**src/rtl/lbr_pkg.sv**
```systemverilog
package lbr_pkg;
  localparam int unsigned NUM_LB = 4;

  // Bit positions of the status vector; order equals resolution priority.
  localparam int unsigned LB_ANA = 0;
  localparam int unsigned LB_LIN = 1;
  localparam int unsigned LB_DIA = 2;
  localparam int unsigned LB_PAY = 3;

  typedef struct packed {
    logic ana;
    logic lin;
    logic dia;
    logic pay;
    logic ones_to_sys_lin;   // gated by lin
    logic ones_to_line_dia;  // gated by dia
    logic ones_to_sys_pay;   // gated by pay
  } lb_mode_t;
endpackage

```
**src/rtl/lbr_mode_ctrl.sv**
```systemverilog
module lbr_mode_ctrl
  import lbr_pkg::*;
(
  input  logic                clk,
  input  logic                rst,
  input  logic                req_ana,
  input  logic                req_lin,
  input  logic                req_dia,
  input  logic                req_pay,
  input  logic                opt_lin_ones,
  input  logic                opt_dia_ones,
  input  logic                opt_pay_ones,
  output lb_mode_t            mode_q,
  output logic [NUM_LB-1:0]   status_q
);
  lb_mode_t mode_d;

  always_comb begin
    mode_d = '0;
    if (req_ana) begin
      mode_d.ana = 1'b1;
    end else if (req_lin) begin
      mode_d.lin = 1'b1;
      // line and diagnostic are the one permitted pair
      mode_d.dia = req_dia;
    end else if (req_dia) begin
      mode_d.dia = 1'b1;
    end else if (req_pay) begin
      mode_d.pay = 1'b1;
    end
    mode_d.ones_to_sys_lin  = mode_d.lin & opt_lin_ones;
    mode_d.ones_to_line_dia = mode_d.dia & opt_dia_ones;
    mode_d.ones_to_sys_pay  = mode_d.pay & opt_pay_ones;
  end

  always_ff @(posedge clk) begin
    if (rst) mode_q <= '0;
    else     mode_q <= mode_d;
  end

  always_comb begin
    status_q         = '0;
    status_q[LB_ANA] = mode_q.ana;
    status_q[LB_LIN] = mode_q.lin;
    status_q[LB_DIA] = mode_q.dia;
    status_q[LB_PAY] = mode_q.pay;
  end
endmodule

```
**src/rtl/lbr_out_stage.sv**
```systemverilog
module lbr_out_stage #(
  parameter int unsigned DW = 1
) (
  input  logic          clk,
  input  logic          rst,
  input  logic [DW-1:0] norm_in,
  input  logic [DW-1:0] loop_in,
  input  logic          use_loop,
  input  logic          force_ones,
  output logic [DW-1:0] q
);
  localparam logic [DW-1:0] ALL_ONES = {DW{1'b1}};

  logic [DW-1:0] d;

  always_comb begin
    if (force_ones)    d = ALL_ONES;
    else if (use_loop) d = loop_in;
    else               d = norm_in;
  end

  always_ff @(posedge clk) begin
    if (rst) q <= '0;
    else     q <= d;
  end
endmodule

```
**src/rtl/lbr_router.sv**
```systemverilog
module lbr_router
  import lbr_pkg::*;
#(
  parameter int unsigned DW = 1
) (
  input  logic          clk,
  input  logic          rst,
  input  logic          cfg_analog,
  input  logic          cfg_line,
  input  logic          cfg_diag,
  input  logic          cfg_payload,
  input  logic          cfg_line_ones,
  input  logic          cfg_diag_ones,
  input  logic          cfg_pay_ones,
  input  logic [DW-1:0] line_rx_in,
  input  logic [DW-1:0] fr_tx_in,
  input  logic [DW-1:0] fr_sys_rx_in,
  input  logic [DW-1:0] sys_tx_in,
  output logic [DW-1:0] line_tx_out,
  output logic [DW-1:0] fr_rx_out,
  output logic [DW-1:0] sys_rx_out,
  output logic [DW-1:0] fr_sys_tx_out,
  output logic [3:0]    lb_active
);
  localparam int unsigned NSTREAM = 4;

  lb_mode_t      mode_q;
  logic [NUM_LB-1:0] status_q;

  lbr_mode_ctrl u_mode (
    .clk          (clk),
    .rst          (rst),
    .req_ana      (cfg_analog),
    .req_lin      (cfg_line),
    .req_dia      (cfg_diag),
    .req_pay      (cfg_payload),
    .opt_lin_ones (cfg_line_ones),
    .opt_dia_ones (cfg_diag_ones),
    .opt_pay_ones (cfg_pay_ones),
    .mode_q       (mode_q),
    .status_q     (status_q)
  );

  assign lb_active = status_q;

  // Per-stream selection: index 0 to line, 1 to framer rx, 2 to system, 3 to framer tx payload
  logic [DW-1:0] norm_v [NSTREAM];
  logic [DW-1:0] loop_v [NSTREAM];
  logic [DW-1:0] out_v  [NSTREAM];
  logic [NSTREAM-1:0] use_loop_v;
  logic [NSTREAM-1:0] ones_v;

  always_comb begin
    norm_v[0] = fr_tx_in;     loop_v[0] = line_rx_in;
    norm_v[1] = line_rx_in;   loop_v[1] = fr_tx_in;
    norm_v[2] = fr_sys_rx_in; loop_v[2] = fr_sys_rx_in;
    norm_v[3] = sys_tx_in;    loop_v[3] = fr_sys_rx_in;
    use_loop_v = {mode_q.pay, 1'b0, mode_q.ana | mode_q.dia, mode_q.lin};
    ones_v     = {1'b0,
                  mode_q.ones_to_sys_lin | mode_q.ones_to_sys_pay,
                  1'b0,
                  mode_q.ones_to_line_dia};
  end

  for (genvar i = 0; i < NSTREAM; i++) begin : g_stage
    lbr_out_stage #(.DW(DW)) u_stage (
      .clk        (clk),
      .rst        (rst),
      .norm_in    (norm_v[i]),
      .loop_in    (loop_v[i]),
      .use_loop   (use_loop_v[i]),
      .force_ones (ones_v[i]),
      .q          (out_v[i])
    );
  end

  assign line_tx_out   = out_v[0];
  assign fr_rx_out     = out_v[1];
  assign sys_rx_out    = out_v[2];
  assign fr_sys_tx_out = out_v[3];
endmodule

```
**config.mk**
```make
export PLATFORM = sky130hd
export DESIGN_NAME = lbr_router
export DESIGN_NICKNAME = d
export VERILOG_FILES = /design/src/rtl/lbr_pkg.sv /design/src/rtl/lbr_mode_ctrl.sv /design/src/rtl/lbr_out_stage.sv /design/src/rtl/lbr_router.sv
export SDC_FILE = /design/constraint.sdc
export NUM_CORES = 1
export LEC_CHECK = 0
export ABC_CLOCK_PERIOD_IN_PS = 1200
export BUFFER_PORTS_ARGS = -buffer_cell sky130_fd_sc_hd__buf_2
export CORE_AREA = 4 4 41 43
export CTS_BUF_LIST = sky130_fd_sc_hd__clkbuf_4 sky130_fd_sc_hd__clkbuf_8
export DETAILED_ROUTE_END_ITERATION = 7
export DIE_AREA = 0 0 45 47
export PLACE_DENSITY = 0.65
export SKIP_CTS_REPAIR_TIMING = 1
export SLEW_MARGIN = 20
export SYNTH_ARGS = -nofsm -noshare
export SYNTH_HDL_FRONTEND = slang
export SYNTH_SLANG_ARGS = --single-unit
```
**constraint.sdc**
```tcl
create_clock -name clk -period 1.2 [get_ports clk]
set_clock_uncertainty 0.15 [all_clocks]
set_input_delay 0.06 -clock clk [delete_from_list [all_inputs] [get_ports clk]]
set_output_delay 0.06 -clock clk [all_outputs]
set_load 0.05 [all_outputs]
```
==> results.json <==
{
  "syn_area_sq_um": 364.1,
  "path_clk_slew_ns": 0.07,
  "ant_nets": 0,
  "fin_crit_ns": 1.119,
  "cts_tree": "built",
  "gp_congestion": 0.6150,
  "pwr-share-seq_pct": 49.3,
  "arrival_ns": 1.18,
  "hold_viol_final": 0,
  "wl_per_cell_microns": 9.383,
  "crit_path_top_delay_cell": "dlygate4sd3_1",
  "antenna_found_initial": 0,
  "min_path_type": "register to register",
  "clkLatencyLatePin_ns": 0.26,
  "crit_path_start_kind": "primary input",
  "worst_hold_slack_ns": 0.2804,
  "tightest_slew_ns": 0.2493,
  "rows": 13,
  "wirelength_microns": 760,
  "viasPerCell": 4.049,
  "synthCells": 34,
  "critPathCaptureType": "register",
  "io_buffer_count": 20,
  "setup_tns_ns": 0,
  "clockBufferDepth": 2,
  "dieArea_sq_um": 2115,
  "yosysWarnings": 0,
  "grt_pass1_vias": 240,
  "htree_levels": 1,
  "grt_pass1_wl_microns": 903,
  "timing.fmax_mhz": 893.3,
  "dp_cells": 65,
  "total_power_uw": 782.8,
  "antenna_cells": 0,
  "p_sw_uw": 191.7,
  "report.final.slew_viol_count": 0,
  "first_pass_iters": 2,
  "syn_to_final_growth_pct": 65.64,
  "clock_power_share_pct": 33.4,
  "grt_max_degree": 7,
  "design.core.area_sq_um": 1301,
  "power.density_nw_per_um2": 1298,
  "start_util_pct": 27.98,
  "drv_cap": 0,
  "critPathMaxStageDelay_ns": 0.53,
  "vias": 328,
  "drc": 0,
  "path_class": "primary input to register",
  "status": "finished, final reports clean",
  "crit_buf_inv": 2,
  "io_pins": 21,
  "setup-violations-final": 0,
  "max_slew_margin_pct": 83.32,
  "cts_buffers": 3,
  "grt_usage_pct": 6.508,
  "die_x_microns": 45,
  "vdd_drop_max_mv": 0.4689,
  "synth_nets": 47,
  "combPwrFrac_pct": 17.3,
  "crit_required_ns": 1.26,
  "synth_cell_types": 13,
  "nets": 80,
  "crit_family": "buffers and inverters",
  "cts_root_buffer": "clkbuf_4",
  "final_common_cell": "buf_2",
  "synth_area_per_cell_sq_um": 10.71,
  "grt.overflow.total": 0,
  "rsz0062_at_grt": "false",
  "leakagePower_nw": 0.2979,
  "fin_crit_sh_pct": 93.29,
  "ys_seq_elements": 11,
  "cts.sinks": 11,
  "drive_gt1_share_pct": 36.36,
  "die_y_microns": 47,
  "fin_cells": 81,
  "ys_seq_area_share_pct": 60.48,
  "drt-initial-drc-count": 3,
  "switching_share_pct": 24.49,
  "critPathMaxFanout": 6,
  "mostFrequentLayoutCells": "buf_2, dlygate4sd3_1, dfxtp_1, nor2_1, clkbuf_4",
  "p_int_uw": 591.1,
  "path_cells": "dlygate4sd3_1, buf_2, nor2_1, and4_1"
}
kinds of logic (layout without fill, tap and decap cells):
kind of cell,count (synthesis),after routing,synth area share [%]
buffers and inverters,5,37,9.278
flip-flops,11,11,60.48
multiplexers,2,2,5.499
AND/OR/NAND/NOR,13,13,20.62
AO/OA/AOI/OAI,3,3,4.123
path summary, 6_finish.rpt:
path                                        from              endpoint  slack [ns]  cells past startpoint
worst min-delay path            u_mode.mode_q[1]  g_stage[0].u_stage.q        0.28                      2
worst max register to register  u_mode.mode_q[4]  g_stage[1].u_stage.q        0.19                      2
worst max-delay path                         rst      u_mode.mode_q[0]        0.08                      4
worst min register to register  u_mode.mode_q[1]  g_stage[0].u_stage.q        0.28                      2
per-layer routing:
metal	up-vias	share of wire, %	wire length, microns	track usage, %
met3	2	8.2	62	3.448
met1	141	36	273	6.221
met2	12	55	418	9.605
li1	173	-	-	-
met5	-	0	0	0
met4	0	0.79	6	7.018
area by class of cell:
type / instances / area (sq um)
sequential: 11 / 220.2
inverter: 1 / 3.754
clock buffer: 4 / 30.03
timing repair buffer: 32 / 220.2
fill: 128 / 698.2
tap: 15 / 18.77
multi-input combinational: 18 / 110.1
through the flow:
step | setup slack, ns | area [sq um] | util (%)
finish | 0.08052 | 603.1 | 46.35
global route | 0.005687 | 603.1 | 46.35
CTS | 0.09912 | 483.0 | 37.12
detailed placement | 0.1981 | 452.9 | 34.81
global placement | 0.2221 | 452.9 | 34.81
floorplan | 0.2281 | 364.1 | -
worst reg2reg max path: cells and delay by family (launching register included):
family,cells,cell delay (ns)
flops,1,0.32
compound gates,1,0.12
simple gates,1,0.37
Yosys cell counts:
cell type / instances / area (sq um)
mux2i_1: 2 / 20.02
a21oi_1: 2 / 10.01
and4_1: 1 / 8.760
nor2_1: 4 / 15.01
nor2b_1: 1 / 6.260
and2_1: 2 / 12.51
inv_1: 1 / 3.750
dfxtp_1: 11 / 220.2
buf_4: 4 / 30.03
o21ai_0: 1 / 5.000
or3b_1: 1 / 8.760
and3_1: 3 / 18.77
nor3_1: 1 / 5.000
sequential cells by signal, summed over array words and instances (netlist names):
name               cells
u_mode.mode_q          7
g_stage.u_stage.q      4
power by group through the flow:
stage | registers [mW] | logic [mW] | clock network, mW
after global placement | 0.394 | 0.106 | 0
after CTS | 0.386 | 0.106 | 0.276
after detailed placement | 0.395 | 0.106 | 0
final | 0.386 | 0.135 | 0.261
after global routing | 0.388 | 0.147 | 0.285
after floorplan | 0.426 | 0.0426 | 0
Note: power is estimated with default switching activity, not from simulation.
